<file path="src/rtl/exc_unit_pkg.sv">
package exc_unit_pkg;
  localparam int CAUSE_W = 2;

  typedef enum logic [CAUSE_W-1:0] {
    CAUSE_UNDEF = 2'd0,
    CAUSE_OVF   = 2'd1,
    CAUSE_IRQ   = 2'd2
  } cause_e;
endpackage

</file>
<file path="src/rtl/exc_prio.sv">
module exc_prio
  import exc_unit_pkg::*;
(
  input  logic               trap_undef,
  input  logic               trap_ovf,
  input  logic               irq,
  input  logic               ie,
  input  logic               eret,
  output logic               take_exc,
  output logic               take_ret,
  output logic [CAUSE_W-1:0] code
);
  logic any_trap;
  logic irq_ok;

  assign any_trap = trap_undef | trap_ovf;
  assign irq_ok   = irq & ie & ~any_trap;
  assign take_exc = any_trap | irq_ok;
  assign take_ret = eret & ~take_exc;

  always_comb begin
    if (trap_undef)    code = CAUSE_UNDEF;
    else if (trap_ovf) code = CAUSE_OVF;
    else               code = CAUSE_IRQ;
  end
endmodule

</file>
<file path="src/rtl/exc_target.sv">
module exc_target
  import exc_unit_pkg::*;
#(
  parameter int          PC_W       = 32,
  parameter logic [31:0] FIXED_ADDR = 32'h8000_0080,
  parameter logic [31:0] VEC_BASE   = 32'h0000_0080,
  parameter int          VEC_SHIFT  = 7
) (
  input  logic               vec_mode,
  input  logic [CAUSE_W-1:0] code,
  output logic [PC_W-1:0]    target
);
  localparam int PAD_W = PC_W - CAUSE_W;

  logic [PC_W-1:0] slot_off;
  logic [PC_W-1:0] vec_addr;

  assign slot_off = {{PAD_W{1'b0}}, code} << VEC_SHIFT;
  assign vec_addr = VEC_BASE[PC_W-1:0] + slot_off;
  assign target   = vec_mode ? vec_addr : FIXED_ADDR[PC_W-1:0];
endmodule

</file>
<file path="src/rtl/exc_state.sv">
module exc_state
  import exc_unit_pkg::*;
#(
  parameter int PC_W = 32
) (
  input  logic               clk,
  input  logic               rst_n,
  input  logic               take_exc,
  input  logic               take_ret,
  input  logic [CAUSE_W-1:0] code,
  input  logic [PC_W-1:0]    pc_in,
  input  logic [PC_W-1:0]    exc_target,
  output logic               redir_q,
  output logic [PC_W-1:0]    redir_pc_q,
  output logic [CAUSE_W-1:0] cause_q,
  output logic [PC_W-1:0]    epc_q,
  output logic               kern_q,
  output logic               ie_q
);
  logic prev_kern_q;

  always_ff @(posedge clk) begin
    if (!rst_n) begin
      redir_q     <= 1'b0;
      redir_pc_q  <= '0;
      cause_q     <= '0;
      epc_q       <= '0;
      kern_q      <= 1'b1;
      ie_q        <= 1'b0;
      prev_kern_q <= 1'b0;
    end else begin
      redir_q <= take_exc | take_ret;
      if (take_exc) begin
        redir_pc_q  <= exc_target;
        cause_q     <= code;
        epc_q       <= pc_in;
        prev_kern_q <= kern_q;
        kern_q      <= 1'b1;
        ie_q        <= 1'b0;
      end else if (take_ret) begin
        redir_pc_q <= epc_q;
        kern_q     <= prev_kern_q;
        ie_q       <= 1'b1;
      end
    end
  end
endmodule

</file>
<file path="src/rtl/exc_unit.sv">
module exc_unit
  import exc_unit_pkg::*;
#(
  parameter int          PC_W       = 32,
  parameter logic [31:0] FIXED_ADDR = 32'h8000_0080,
  parameter logic [31:0] VEC_BASE   = 32'h0000_0080,
  parameter int          VEC_SHIFT  = 7
) (
  input  logic               clk,
  input  logic               rst_n,
  input  logic               vec_mode,
  input  logic               trap_undef,
  input  logic               trap_ovf,
  input  logic               irq,
  input  logic               eret,
  input  logic [PC_W-1:0]    pc_in,
  output logic               redirect_valid,
  output logic [PC_W-1:0]    redirect_pc,
  output logic [CAUSE_W-1:0] cause,
  output logic [PC_W-1:0]    epc,
  output logic               kernel_mode,
  output logic               int_enable
);
  logic               take_exc;
  logic               take_ret;
  logic [CAUSE_W-1:0] code;
  logic [PC_W-1:0]    tgt;

  exc_prio prio_i (
    .trap_undef (trap_undef),
    .trap_ovf   (trap_ovf),
    .irq        (irq),
    .ie         (int_enable),
    .eret       (eret),
    .take_exc   (take_exc),
    .take_ret   (take_ret),
    .code       (code)
  );

  exc_target #(
    .PC_W       (PC_W),
    .FIXED_ADDR (FIXED_ADDR),
    .VEC_BASE   (VEC_BASE),
    .VEC_SHIFT  (VEC_SHIFT)
  ) tgt_i (
    .vec_mode (vec_mode),
    .code     (code),
    .target   (tgt)
  );

  exc_state #(.PC_W(PC_W)) st_i (
    .clk        (clk),
    .rst_n      (rst_n),
    .take_exc   (take_exc),
    .take_ret   (take_ret),
    .code       (code),
    .pc_in      (pc_in),
    .exc_target (tgt),
    .redir_q    (redirect_valid),
    .redir_pc_q (redirect_pc),
    .cause_q    (cause),
    .epc_q      (epc),
    .kern_q     (kernel_mode),
    .ie_q       (int_enable)
  );
endmodule

</file>
<file path="config.mk">
export PLATFORM = sky130hd
export DESIGN_NAME = exc_unit
export DESIGN_NICKNAME = d
export VERILOG_FILES = /design/src/rtl/exc_unit_pkg.sv /design/src/rtl/exc_prio.sv /design/src/rtl/exc_target.sv /design/src/rtl/exc_state.sv /design/src/rtl/exc_unit.sv
export SDC_FILE = /design/constraint.sdc
export NUM_CORES = 1
export LEC_CHECK = 0
export BUFFER_PORTS_ARGS = -buffer_cell sky130_fd_sc_hd__buf_2
export CAP_MARGIN = 30
export CORE_AREA = 4 4 126 68
export CTS_CLUSTER_DIAMETER = 60
export CTS_CLUSTER_SIZE = 12
export DETAILED_ROUTE_END_ITERATION = 10
export DIE_AREA = 0 0 130 72
export PLACE_DENSITY = 0.73
export SLEW_MARGIN = 20
export SYNTH_ARGS = -nofsm -noshare
export SYNTH_HDL_FRONTEND = slang
export SYNTH_HIERARCHICAL = 1
export SYNTH_SLANG_ARGS = --single-unit
</file>
<file path="constraint.sdc">
create_clock -name clk -period 4 [get_ports clk]
set_input_delay 1.2 -clock clk [delete_from_list [all_inputs] [get_ports clk]]
set_output_delay 1.2 -clock clk [all_outputs]
set_load 0.01 [all_outputs]
</file>
Word level (Yosys, flattened, before mapping)
Index checks and enable logic that the tools add are counted.
W data, S select, Z words.
Storage, ports and cells
  register bits: 70
  bits of input ports: 39
  output and inout port bits: 69
  word-level logic and storage cells: 24
Cells by class
  add/sub/neg operators: 1
  multiplexer cells: 5
  bitwise operators: 9
  reductions and logical operators: 2
Operators by type and width (count)
  $mux W32: 3
  $add A8 B9 Y10 const A: 1
  $mux W2: 2
  $and A1 B1 Y1: 3
  $not A1 Y1: 3
  $or A1 B1 Y1: 3
  $reduce_bool A2 Y1: 1
  $reduce_or A2 Y1: 1

Depth between registers and ports, before layout
  depth after elaboration: 8
  depth in mapped cells: 6
  mapped depth without buffers: 5

Modules after synthesis
The synthesis kept the hierarchy.
Modules (own cells, without submodules)
  exc_state: times used 1, cells an instance 264, area an instance 3160.5 um^2, seq. area each 1401.3 um^2
  exc_target: times used 1, cells an instance 34, area an instance 246.5 um^2, seq. area each 0.0 um^2
  exc_prio: times used 1, cells an instance 5, area an instance 28.8 um^2, seq. area each 0.0 um^2

Least setup slack after synthesis
No wires, ideal clock.
  path kind: in2reg
  from: input port irq
  to: register st_i.redir_pc_q[0]
  library setup time: 0.116 ns
  arrival time: 2.389 ns
  data required time: 3.884 ns
  path slack: 1.495 ns
  stages on the path: 6
  path buffers: 2
  cells stage by stage: a211o_1 nor2_2 buf_6 buf_12 mux2_4 o211a_1
Between the ends
  cells in the longest elaborated chain, start to end: 6
  elaborated cells on any way between the ends: 7
  classes of those cells: mux: 1; bitwise: 5; reduce/logical: 1
RTL lines
  start: declaration: line exc_unit.sv:14  | input logic irq,
  $and A1 B1 Y1 (2 in a row): line exc_prio.sv:17  | assign irq_ok = irq & ie & ~any_trap;
  $or A1 B1 Y1: line exc_prio.sv:18  | assign take_exc = any_trap | irq_ok;
  $not A1 Y1: line exc_prio.sv:19  | assign take_ret = eret & ~take_exc;
  $and A1 B1 Y1: line exc_prio.sv:19
  named net take_ret: line exc_unit.sv:25  | logic take_ret;
  $reduce_bool A2 Y1 (no source line)
  end signal: assignment: line exc_state.sv:34  | redir_pc_q <= exc_target;
  end signal: assignment: line exc_state.sv:41  | redir_pc_q <= epc_q;
  end: declaration: line exc_state.sv:14  | output logic [PC_W-1:0] redir_pc_q,
The timed path passes the listed nets, and every way through them passes these cells.
A chain may end at the register's enable or synchronous reset.

Worst setup path after layout
  from: input port irq
  to: register st_i.redir_pc_q[30]
Between the ends
  cells in the longest elaborated chain, start to end: 6
  elaborated cells on any way between the ends: 7
  classes of those cells: mux: 1; bitwise: 5; reduce/logical: 1
RTL lines
  $and A1 B1 Y1 (2 in a row): line exc_prio.sv:17
  $or A1 B1 Y1: line exc_prio.sv:18
  named net take_exc: line exc_unit.sv:24  | logic take_exc;
  $not A1 Y1: line exc_prio.sv:19
  $and A1 B1 Y1: line exc_prio.sv:19
  named net take_ret: line exc_unit.sv:25
  $reduce_bool A2 Y1 (no source line)
The timed path passes the listed nets, and every way through them passes these cells.

==> impl_metrics.toml <==
[floorplan]
die_w_um = 130
start_util_pct = 45.22
io_pins = 108
core-area_mm2 = 0.007597
dieArea_mm2 = 0.009360
num_rows = 23
die_y_um = 72

[worst_hold_path]
worstHoldPathType = "flip-flop to flip-flop"

[clocking]
clkTransAtPathRegs_ns = 0.05
cts_inserted_buffers = 9
cts_max_level = 3
clockBufferDepth = 2
post-cts-setup-buffer-count = 0
cts_sinks = 70
hold_buffers = 0
root_buffer = "clkbuf_16"
clock_latency_ns = 0.32
cts_resized = 0
tritoncts = "done"

[cells_and_area]
final_util_pct = 54.69
drive_gt1_share_pct = 39.26
antenna_cells = 0
final_cells = 505
area_delta_synth_final_pct = 20.94
final_area_mm2 = 0.004155
num-nets-final = 442

[sta]
maxSlewHeadroom_pct = 53.57
fin_worst_skew_ns = 0.004476
hold_violations = 0
fin_setup_tns_ns = 0
layout_setup_ws_ns = 1.259
holdWs_ns = 0.5034
max_freq_mhz = 364.9
slew_viol_final = 0
finalSetupViolCount = 0
fin_crit_ns = 2.741
tightest_slew_ns = 0.6965
rsz0062_at_grt = "false"
finalCritPeriodShare_pct = 68.52

[yosys]
ys_seq_area_share_pct = 40.79
synth_edf_count = 0
synth_top_area_share_pct = 40.79
synth.most_common_cell = "dfxtp_1"
synthArstFlopShare_pct = 0
netlist_area_mm2 = 0.003436
synth_common_cells = "dfxtp_1, mux2i_1, nor2b_1"
syn_avg_cell_area_um2 = 11.34
yosys_warnings = 6
synthTopCellsByArea = "dfxtp_1, mux2_4, mux2i_1, o211a_1, buf_4"
yosysUniqueCellTypes = 23
yosysTopAreaCell = "dfxtp_1"
ys_ff_latch = 70
synthFlopType = "dfxtp_1"
syn_inst = 303

[drt]
route.detailed.drc = 0
vias = 2276
dr.pass1.iters = 4
drt-total-wl_um = 6611
vias_per_cell = 4.507
drtAntennaViolNets = 0
drtIter0Drc = 102
wire_per_inst_um = 13.09

[worst_setup_path]
crit_arrival_ns = 2.95
critPathKind = "primary input to flip-flop"
crit_path_start_kind = "primary input"
cp-end-kind = "flip-flop"
cp_slowest_cell = "nor2_4"
critical_path.cell_chain = "buf_2 -> a211o_4 -> nor2_4 -> buf_4 -> mux2_2 -> o211a_1"
cp.required_ns = 4.21
critPathMaxFanout = 14
slowest_delay_ns = 0.41

[placement]
dpl.hpwl_um = 4559
dpl_worst_slack_ns = 0.8861
post-place-cells = 491
place_area_mm2 = 0.003880
gp_congestion = 0.6858
port_buffers = 107

[run_status]
status = "finished, final reports clean"

[pwr]
total_power_mw = 1.754
p_per_area_mw_per_mm2 = 422.1
peakVddDrop_mv = 0.2731
leakage_nw = 2.350

[grt]
gr-max-usage-layer = "met2"
grt_util_all_layers_pct = 14.78
grtUsageMet1_pct = 20.44
grt_first_pass_wirelength_um = 10930
antenna_found_initial = 0
grt_pass1_vias = 2203
grt_max_degree = 60
gr-total-overflow = 0
grt_use_met2_pct = 20.99
use_met3_pct = 6.029

[flow_run]
drv_cap = 0
## report_power, final
part / internal [mW] / total (mW) / switching, mW / leakage, nW
Clock: 0.462 / 0.727 / 0.265 / 0.138
Sequential: 0.746 / 0.776 / 0.0301 / 0.582
Combinational: 0.137 / 0.252 / 0.115 / 1.63
Total: 1.34 / 1.75 / 0.410 / 2.35
## flip-flops by register name, summed over array words and instances, names as in the netlist
register	flops
st_i/epc_q	32
st_i/redir_pc_q	32
st_i/cause_q	2
st_i/ie_q	1
st_i/kern_q	1
st_i/prev_kern_q	1
st_i/redir_q	1
## layout by cell type (no fill, tap or decap), drive strengths merged
master,netlist,layout
buf,41,112
dfxtp,70,70
nor2b,36,36
mux2i,36,36
nand2b,32,32
o211a,32,32
mux2,32,32
conb,1,28
clkbuf,10,13
nor2,3,3
inv,2,2
and2,2,2
clkinv,0,1
a211o,1,1
o21a,1,1
nand3b,1,1
nor3b,1,1
nand2,1,1
ha,1,1
## worst max-delay path, delay by kind of cell
| family | cells | cell delay (ns) |
|---|---|---|
| buffers and inverters | 2 | 0.42 |
| and+or+nand+nor | 1 | 0.41 |
| AOI/OAI and AO/OA | 2 | 0.54 |
| muxes | 1 | 0.37 |
## layout make-up
class / instances / area (µm²)
clock buffers: 13 / 270.3
clock inverters: 1 / 5.005
fillers: 693 / 3442
inverters: 2 / 7.507
multi-input cells: 207 / 1760
flip-flops and latches: 70 / 1401
well taps: 100 / 125.1
repair buffers: 112 / 585.6
## final timing paths
check / startpoint / endpoint / slack [ns] / cells past startpoint
min reg2reg: st_i/prev_kern_q / st_i/kern_q / 0.50 / 2
max reg2reg: st_i/ie_q / st_i/epc_q[9] / 1.87 / 5
max: irq / st_i/redir_pc_q[30] / 1.26 / 6
min: st_i/prev_kern_q / st_i/kern_q / 0.50 / 2
## layer usage
metal	vias to the layer above	share of wire [%]
met3	7	8.6
met4	0	0.89
met1	1030	49
li1	1170	-
met2	69	41
met5	-	0
## cells by family (layout without fill, tap and decap cells)
family | Yosys count | after routing | synth area share [%]
AO/OA/AOI/OAI | 34 | 34 | 9.796
other | 1 | 28 | 0.1091
adder cells (fa/ha/maj) | 1 | 1 | 0.3641
multiplexers | 68 | 68 | 23.93
flip-flops | 70 | 70 | 40.79
AND/OR/NAND/NOR | 76 | 76 | 13.69
buffers and inverters | 53 | 128 | 11.33
Power figures use the tool's default switching activity.
